$ cat config.mk
export PLATFORM = sky130hd
export DESIGN_NAME = dmairq_fabric
export DESIGN_NICKNAME = d
export VERILOG_FILES = /design/src/rtl/dmairq_pkg.sv /design/src/rtl/dmairq_addr_dec.sv /design/src/rtl/dmairq_chan_regs.sv /design/src/rtl/dmairq_run_ctrl.sv /design/src/rtl/dmairq_fabric.sv
export SDC_FILE = /design/constraint.sdc
export NUM_CORES = 1
export LEC_CHECK = 0
export CAP_MARGIN = 20
export CORE_MARGIN = 1.5
export CORE_UTILIZATION = 28
export CTS_CLUSTER_DIAMETER = 60
export DETAILED_ROUTE_END_ITERATION = 6
export GPL_ROUTABILITY_DRIVEN = 0
export HOLD_SLACK_MARGIN = 0.12
export SLEW_MARGIN = 0
export SYNTH_ARGS = -nofsm -noshare
export SYNTH_HDL_FRONTEND = slang
export SYNTH_SLANG_ARGS = --single-unit
export TNS_END_PERCENT = 5
$ cat constraint.sdc
create_clock -name clk -period 2.8 [get_ports clk]
set_input_delay 0.42 -clock clk [delete_from_list [all_inputs] [get_ports clk]]
set_output_delay 0.42 -clock clk [all_outputs]
set_load 0.05 [all_outputs]
$ cat src/rtl/dmairq_pkg.sv
// Package: shared address map and field positions of the interrupt fabric.
// Assumes word addressing and at most four outputs per channel.
package dmairq_pkg;
    localparam int DONE_BIT = 0;
    localparam int ERR_BIT  = 6;

    localparam int A_TX_START = 'h000;
    localparam int A_TX_STOP  = 'h001;
    localparam int A_RX_START = 'h002;
    localparam int A_RX_STOP  = 'h003;
    localparam int A_TX_RUN   = 'h004;
    localparam int A_RX_RUN   = 'h005;
    localparam int A_TX_SUM   = 'h010;
    localparam int A_RX_SUM   = 'h018;
    localparam int A_CH_BASE  = 'h100;
    localparam int CH_STRIDE  = 8;

    typedef enum logic [2:0] {
        DEC_NONE,
        DEC_CMD,
        DEC_RUN,
        DEC_SUM,
        DEC_STAT,
        DEC_MASK
    } dec_kind_e;
endpackage

$ cat src/rtl/dmairq_addr_dec.sv
// Address decoder: sorts a word address into a region, a channel and an output.
// Assumes NUM_OUT <= 4 and that channel windows are CH_STRIDE words apart.
module dmairq_addr_dec
    import dmairq_pkg::*;
#(
    parameter int ADDR_W  = 12,
    parameter int NUM_CH  = 8,
    parameter int NUM_OUT = 4,
    localparam int CH_W   = (NUM_CH > 1) ? $clog2(NUM_CH) : 1,
    localparam int OUT_W  = (NUM_OUT > 1) ? $clog2(NUM_OUT) : 1
) (
    input  logic [ADDR_W-1:0] addr,
    output dec_kind_e         kind,
    output logic              is_rx,
    output logic              is_stop,
    output logic [CH_W-1:0]   ch,
    output logic [OUT_W-1:0]  out_idx
);
    logic [ADDR_W-1:0] off;
    int unsigned       ch_num;

    // Purpose: classify the address and extract the channel and output indices.
    always_comb begin
        off     = addr - ADDR_W'(A_CH_BASE);
        ch_num  = int'(off) / CH_STRIDE;
        kind    = DEC_NONE;
        is_rx   = 1'b0;
        is_stop = 1'b0;
        ch      = '0;
        out_idx = addr[OUT_W-1:0];
        if (int'(addr) <= A_RX_STOP) begin
            kind    = DEC_CMD;
            is_rx   = addr[1];
            is_stop = addr[0];
        end else if (int'(addr) == A_TX_RUN || int'(addr) == A_RX_RUN) begin
            kind  = DEC_RUN;
            is_rx = addr[0];
        end else if (int'(addr) >= A_TX_SUM && int'(addr) < A_TX_SUM + NUM_OUT) begin
            kind = DEC_SUM;
        end else if (int'(addr) >= A_RX_SUM && int'(addr) < A_RX_SUM + NUM_OUT) begin
            kind  = DEC_SUM;
            is_rx = 1'b1;
        end else if (int'(addr) >= A_CH_BASE && ch_num < NUM_CH
                     && int'(addr[1:0]) < NUM_OUT) begin
            ch   = CH_W'(ch_num);
            kind = addr[2] ? DEC_MASK : DEC_STAT;
        end
    end
endmodule

$ cat src/rtl/dmairq_chan_regs.sv
// Channel register set: one status and one mask register per interrupt output.
// An event sets its status bit in every output's copy. A write-1 clears a bit,
// and a simultaneous event wins. The pending flag is the OR of (status AND mask).
module dmairq_chan_regs #(
    parameter int NUM_OUT = 4
) (
    input  logic               clk,
    input  logic               rst_n,
    input  logic               evt_done,
    input  logic               evt_err,
    input  logic [NUM_OUT-1:0] st_wr,
    input  logic [NUM_OUT-1:0] mk_wr,
    input  logic               wdone,
    input  logic               werr,
    output logic [NUM_OUT-1:0] st_done,
    output logic [NUM_OUT-1:0] st_err,
    output logic [NUM_OUT-1:0] mk_done,
    output logic [NUM_OUT-1:0] mk_err,
    output logic [NUM_OUT-1:0] pend
);
    // Purpose: status bits, set by events and cleared by write-1.
    always_ff @(posedge clk) begin
        if (!rst_n) begin
            st_done <= '0;
            st_err  <= '0;
        end else begin
            st_done <= (st_done & ~(st_wr & {NUM_OUT{wdone}})) | {NUM_OUT{evt_done}};
            st_err  <= (st_err  & ~(st_wr & {NUM_OUT{werr}}))  | {NUM_OUT{evt_err}};
        end
    end

    // Purpose: mask bits, loaded by plain writes.
    always_ff @(posedge clk) begin
        if (!rst_n) begin
            mk_done <= '0;
            mk_err  <= '0;
        end else begin
            for (int o = 0; o < NUM_OUT; o++) begin
                if (mk_wr[o]) begin
                    mk_done[o] <= wdone;
                    mk_err[o]  <= werr;
                end
            end
        end
    end

    // Purpose: enabled causes of each output.
    always_comb pend = (st_done & mk_done) | (st_err & mk_err);

    AST_EVT_SETS_ALL: assert property (@(posedge clk) disable iff (!rst_n)
        evt_done |=> (&st_done)) else $error("done event lost");
    AST_ERR_SETS_ALL: assert property (@(posedge clk) disable iff (!rst_n)
        evt_err |=> (&st_err)) else $error("error event lost");
    AST_STATUS_HOLDS: assert property (@(posedge clk) disable iff (!rst_n)
        (!evt_done && !evt_err && st_wr == '0) |=> ($stable(st_done) && $stable(st_err)))
        else $error("status changed without cause");

    for (genvar o = 0; o < NUM_OUT; o++) begin : g_chk
        AST_W1C_CLEARS: assert property (@(posedge clk) disable iff (!rst_n)
            (st_wr[o] && werr && !evt_err) |=> !st_err[o])
            else $error("write-1 clear ignored");
    end
endmodule

$ cat src/rtl/dmairq_run_ctrl.sv
// Run control: per-channel run bits driven by the direction start/stop words.
// Bit k of a transmit word acts on channel 2k and bit k of a receive word on
// channel 2k+1. Stop takes priority over start. Assumes NUM_CH is even.
module dmairq_run_ctrl #(
    parameter int NUM_CH = 8,
    localparam int HALF  = NUM_CH / 2
) (
    input  logic              clk,
    input  logic              rst_n,
    input  logic              tx_start,
    input  logic              tx_stop,
    input  logic              rx_start,
    input  logic              rx_stop,
    input  logic [HALF-1:0]   bits,
    output logic [NUM_CH-1:0] run_q
);
    for (genvar k = 0; k < HALF; k++) begin : g_pair
        // Purpose: run bit of the transmit channel 2k.
        always_ff @(posedge clk) begin
            if (!rst_n)                   run_q[2*k] <= 1'b0;
            else if (tx_stop && bits[k])  run_q[2*k] <= 1'b0;
            else if (tx_start && bits[k]) run_q[2*k] <= 1'b1;
        end

        // Purpose: run bit of the receive channel 2k+1.
        always_ff @(posedge clk) begin
            if (!rst_n)                   run_q[2*k+1] <= 1'b0;
            else if (rx_stop && bits[k])  run_q[2*k+1] <= 1'b0;
            else if (rx_start && bits[k]) run_q[2*k+1] <= 1'b1;
        end

        AST_TX_START_SETS: assert property (@(posedge clk) disable iff (!rst_n)
            (tx_start && !tx_stop && bits[k]) |=> run_q[2*k]) else $error("tx start lost");
        AST_RX_STOP_CLEARS: assert property (@(posedge clk) disable iff (!rst_n)
            (rx_stop && bits[k]) |=> !run_q[2*k+1]) else $error("rx stop lost");
        AST_RUN_IDLE_HOLDS: assert property (@(posedge clk) disable iff (!rst_n)
            (!tx_start && !tx_stop && !rx_start && !rx_stop) |=> $stable(run_q[2*k+1:2*k]))
            else $error("run bit moved without a command");
    end
endmodule

$ cat src/rtl/dmairq_fabric.sv
// Top: ties together the decoder, the per-channel register sets, the run
// control, the per-direction summaries, the interrupt lines and the read mux.
// Assumes NUM_CH is even, NUM_CH <= 2*DATA_W, NUM_OUT <= 4, DATA_W >= 7.
module dmairq_fabric
    import dmairq_pkg::*;
#(
    parameter int ADDR_W  = 12,
    parameter int DATA_W  = 32,
    parameter int NUM_CH  = 8,
    parameter int NUM_OUT = 4
) (
    input  logic               clk,
    input  logic               rst_n,
    input  logic [ADDR_W-1:0]  bus_addr,
    input  logic               bus_we,
    input  logic [DATA_W-1:0]  bus_wdata,
    output logic [DATA_W-1:0]  bus_rdata,
    input  logic [NUM_CH-1:0]  evt_done,
    input  logic [NUM_CH-1:0]  evt_err,
    output logic [NUM_CH-1:0]  run_o,
    output logic [NUM_OUT-1:0] irq_o
);
    localparam int HALF  = NUM_CH / 2;
    localparam int CH_W  = (NUM_CH > 1) ? $clog2(NUM_CH) : 1;
    localparam int OUT_W = (NUM_OUT > 1) ? $clog2(NUM_OUT) : 1;

    dec_kind_e         d_kind;
    logic              d_rx;
    logic              d_stop;
    logic [CH_W-1:0]   d_ch;
    logic [OUT_W-1:0]  d_out;

    logic [NUM_OUT-1:0] st_done [NUM_CH];
    logic [NUM_OUT-1:0] st_err  [NUM_CH];
    logic [NUM_OUT-1:0] mk_done [NUM_CH];
    logic [NUM_OUT-1:0] mk_err  [NUM_CH];
    logic [NUM_OUT-1:0] pend    [NUM_CH];
    logic [HALF-1:0]    tx_sum  [NUM_OUT];
    logic [HALF-1:0]    rx_sum  [NUM_OUT];
    logic [HALF-1:0]    tx_run;
    logic [HALF-1:0]    rx_run;
    logic               cmd_wr;

    dmairq_addr_dec #(
        .ADDR_W (ADDR_W),
        .NUM_CH (NUM_CH),
        .NUM_OUT(NUM_OUT)
    ) u_dec (
        .addr   (bus_addr),
        .kind   (d_kind),
        .is_rx  (d_rx),
        .is_stop(d_stop),
        .ch     (d_ch),
        .out_idx(d_out)
    );

    for (genvar c = 0; c < NUM_CH; c++) begin : g_ch
        logic [NUM_OUT-1:0] st_wr;
        logic [NUM_OUT-1:0] mk_wr;

        // Purpose: write strobes aimed at this channel's registers.
        always_comb begin
            for (int o = 0; o < NUM_OUT; o++) begin
                st_wr[o] = bus_we && d_kind == DEC_STAT && int'(d_ch) == c && int'(d_out) == o;
                mk_wr[o] = bus_we && d_kind == DEC_MASK && int'(d_ch) == c && int'(d_out) == o;
            end
        end

        dmairq_chan_regs #(
            .NUM_OUT(NUM_OUT)
        ) u_regs (
            .clk     (clk),
            .rst_n   (rst_n),
            .evt_done(evt_done[c]),
            .evt_err (evt_err[c]),
            .st_wr   (st_wr),
            .mk_wr   (mk_wr),
            .wdone   (bus_wdata[DONE_BIT]),
            .werr    (bus_wdata[ERR_BIT]),
            .st_done (st_done[c]),
            .st_err  (st_err[c]),
            .mk_done (mk_done[c]),
            .mk_err  (mk_err[c]),
            .pend    (pend[c])
        );
    end

    assign cmd_wr = bus_we && d_kind == DEC_CMD;

    dmairq_run_ctrl #(
        .NUM_CH(NUM_CH)
    ) u_run (
        .clk     (clk),
        .rst_n   (rst_n),
        .tx_start(cmd_wr && !d_rx && !d_stop),
        .tx_stop (cmd_wr && !d_rx &&  d_stop),
        .rx_start(cmd_wr &&  d_rx && !d_stop),
        .rx_stop (cmd_wr &&  d_rx &&  d_stop),
        .bits    (bus_wdata[HALF-1:0]),
        .run_q   (run_o)
    );

    for (genvar o = 0; o < NUM_OUT; o++) begin : g_out
        for (genvar k = 0; k < HALF; k++) begin : g_bit
            assign tx_sum[o][k] = pend[2*k][o];
            assign rx_sum[o][k] = pend[2*k+1][o];
        end
        assign irq_o[o] = (|tx_sum[o]) | (|rx_sum[o]);

        AST_IRQ_NEEDS_CAUSE: assert property (@(posedge clk) disable iff (!rst_n)
            irq_o[o] |-> $past(rst_n)) else $error("interrupt right after reset");
    end

    for (genvar k = 0; k < HALF; k++) begin : g_runpack
        assign tx_run[k] = run_o[2*k];
        assign rx_run[k] = run_o[2*k+1];
    end

    // Purpose: read data multiplexer over all readable words.
    always_comb begin
        bus_rdata = '0;
        case (d_kind)
            DEC_RUN:  bus_rdata[HALF-1:0] = d_rx ? rx_run : tx_run;
            DEC_SUM:  bus_rdata[HALF-1:0] = d_rx ? rx_sum[d_out] : tx_sum[d_out];
            DEC_STAT: begin
                bus_rdata[DONE_BIT] = st_done[d_ch][d_out];
                bus_rdata[ERR_BIT]  = st_err[d_ch][d_out];
            end
            DEC_MASK: begin
                bus_rdata[DONE_BIT] = mk_done[d_ch][d_out];
                bus_rdata[ERR_BIT]  = mk_err[d_ch][d_out];
            end
            default:  bus_rdata = '0;
        endcase
    end
endmodule

==> impl_metrics.ini <==
[sta]
slew_headroom_pct = 62.4
drv_slew = 0
fmax_mhz = 357
setup_viol = 0
worst_pin_slew_ns = 0.565
rsz0062_at_grt = yes
layout_worst_path_cycle_share_pct = 100
fin_crit_ns = 2.80
hold_violations = 0
final.setup.tns_ns = 0
fin_skew_ns = 0

[die]
start_util_pct = 28.8
ioPinCount = 107
dieArea_um2 = 27000
coreArea_um2 = 25300
die_width_um = 164
die_h_um = 164
rows = 58

[logic_synthesis]
yosys-top-cells-area = dfxtp_1 37%, mux2i_1 8.0%, a21oi_1 6.2%, o21ai_0 4.6%, nand2_1 3.9%
async_reset_ff_share_pct = 0
synth_top_flop_cell = dfxtp_1
avgSynthCellArea_um2 = 8.49
syn-cell-area_um2 = 7280
ys_seq_area_share_pct = 37.4
synth_enable_flop_cells = 0
synth.distinct_cells = 60
yosysTopAreaCellShare_pct = 37.4
syn_inst = 858
ys_ff_latch = 136
synth_top_cell_by_area = dfxtp_1
synth_warnings = 0

[cells_and_area]
diodes = 0
mostFrequentLayoutCell = dfxtp_1
n_fill_cell = 2523
instances_no_fill = 1331
final_cell_mix = 136 x dfxtp_1, 113 x buf_4, 88 x a21oi_1
layout-drive-gt1-share_pct = 24.3
area_growth_pct = 34.1
fin_nets = 1051
utilization_pct = 38.6

[clock_network]
clk_path_buf_depth = 2
h-tree-depth = 4
cts_tree = yes
cts_root_buf = clkbuf_16
clk_pin_slew_ns = 0.06
clk_latency_ns = 0.43
cts-buffers-inserted = 17
clock_sinks = 136

[global_route]
antenna_found_initial = 0
grt_pass1_vias = 6888
grt_overflow = 0
grt_usage_pct = 20.4
grt_max_degree = 113
grt_pass1_wl_mm = 40.7

[routing]
drt_first_pass_iters = 7
drc = 10
ant_nets = 0
wl_per_cell_um = 20.4
drt_wl_total_mm = 27.1
drt_iter0_drc = 894
vias = 7408
via_per_inst = 5.57

[setup_path]
r2r_end = g_ch[0].u_regs.st_done[2]$_SDFF_PN0_
r2r_start = g_ch[0].u_regs.st_done[2]$_SDFF_PN0_
crit_required_ns = 2.38
worstSetupPathType = in2out
crit_buf_inv = 3
path_depth = 9
ff2ff_setup_slack_ns = 1.94
crit_start = bus_addr[11]
start_kind = input pin
worstPathArrival_ns = 2.38
path_cells = buf_4 > or3b_4 > buf_4 > or3_4 > o211ai_1 > o211ai_1 > nand4_1 > nand4_1 > buf_12
cp_top_family = simple AND/OR/NAND/NOR gates
crit_path_end_kind = primary output
cpPeakStageDelay_ns = 0.42
cp_max_fo = 4
cp_slowest_cell = or3b_4
r2r_cells = 2
cp-endpoint = bus_rdata[0]

[power_and_ir_drop]
vdd_ir_drop_max_uv = 397
p_leak_nw = 3.81
powerDensity_nw_per_um2 = 524

[hold_path]
worst_hold_path_type = reg2reg
min_from = g_ch[0].u_regs.mk_err[0]$_SDFFE_PN0P_

[flow_run]
drv_cap = 0

[placed_design]
dp_hpwl_mm = 20.2
port_buffers = 52
place_inst = 1289

[outcome]
outcome = complete, but fails checks
violations = design-rule violations
[state kept, by name (all words and copies together) (netlist names)]
register / flops
g_ch.u_regs.st_done: 32
g_ch.u_regs.mk_done: 32
u_run.run_q: 8
g_ch.u_regs.st_err: 32
g_ch.u_regs.mk_err: 32
[worst min path at each step]
stage	endpoint	slack, ns	cells past startpoint
finish	g_ch[0].u_regs.mk_err[0]$_SDFFE_PN0P_	0.49	2
global route	g_ch[0].u_regs.mk_done[0]$_SDFFE_PN0P_	0.52	2
CTS	g_ch[0].u_regs.mk_done[1]$_SDFFE_PN0P_	0.48	2
detailed placement	g_ch[0].u_regs.mk_done[0]$_SDFFE_PN0P_	0.47	2
global placement	g_ch[0].u_regs.mk_done[0]$_SDFFE_PN0P_	0.46	2
floorplan	g_ch[0].u_regs.mk_err[1]$_SDFFE_PN0P_	0.45	2
[cell usage after synthesis, types with 4 or more instances]
cell type    n
mux4_2      11
a22o_1       4
and2_1      10
o21a_1      27
buf_1        5
clkbuf_1    43
nor3_2       6
dfxtp_1    136
or3_1        4
nor3_1       7
mux2i_1     58
inv_1       19
o211ai_1     6
a221o_1      7
nor2b_1      4
a21oi_1     90
a22oi_1     28
nand2_1     75
buf_4       29
or2_2        4
nor4_1       5
buf_2       13
o22ai_1     13
a221oi_1    11
nand2b_1     7
a311oi_1     4
nand3_1     22
o21ai_0     67
nand4_1      9
mux2_2       7
nor2_1      64
nor4_2       4
a21boi_0    20
[metrics by stage]
step | power [W] | area, um^2 | hold WS [ns] | setup WS (ns)
after floorplan | 0.00245 | 7410 | 0.446 | -0.0690
after global placement | 0.00268 | 8830 | 0.463 | -0.576
after detailed placement | 0.00268 | 8830 | 0.474 | -0.575
after CTS | 0.00512 | 9670 | 0.482 | -0.00386
after global routing | 0.00526 | 9770 | 0.517 | -0.0407
final | 0.00512 | 9770 | 0.488 | 0.000862
[timing repair]
action                     CTS  global route
resized for setup           69            19
pin swaps                   13             6
cloned                       1             1
setup buffers                5             3
hold buffers                 0             0
setup endpoints to repair    7             4
[where the power goes]
| group | switching, W | leakage [nW] | total (W) | internal (W) |
|---|---|---|---|---|
| clock | 0.000872 | 0.309 | 0.00243 | 0.00156 |
| combinational | 0.000376 | 2.39 | 0.000611 | 0.000235 |
| sequential | 0.0000780 | 1.12 | 0.00208 | 0.00200 |
| total | 0.00133 | 3.81 | 0.00512 | 0.00380 |
[area by class of cell]
class,instances,area (um^2),share of cell area [%]
Clock buffer,21,470,4.81
Clock inverter,11,168,1.72
Multi-Input combinational cell,637,4350,44.5
Timing Repair Buffer,177,1580,16.1
Inverter,19,72.6,0.743
Sequential cell,136,2720,27.9
Tap cell,330,413,4.23
[cell families (layout without fill, tap and decap cells)]
group	Yosys count	after routing	share of synthesized area [%]
AOI/OAI and AO/OA	299	299	26.2
and+or+nand+nor	235	235	16.3
DFF	136	136	37.4
buffers and inverters	111	228	7.64
muxes	76	76	12.5
other	1	27	0.0515
[per-layer routing]
| layer | vias to the layer above | wire, um | GRT usage (%) | share of wire, % |
|---|---|---|---|---|
| met5 | - | 0 | 0 | 0 |
| met4 | 0 | 1300 | 11.5 | 4.8 |
| met3 | 81 | 2300 | 3.41 | 8.5 |
| met2 | 416 | 11900 | 31.3 | 44 |
| met1 | 3554 | 11500 | 27.0 | 43 |
| li1 | 3357 | - | - | - |
[worst register-to-register path, delay by kind of cell, from the launching register on]
| family | cells | cell delay (ns) |
|---|---|---|
| DFF | 1 | 0.51 |
| AOI/OAI and AO/OA | 2 | 0.29 |
Note: power is estimated with default switching activity, not from simulation.
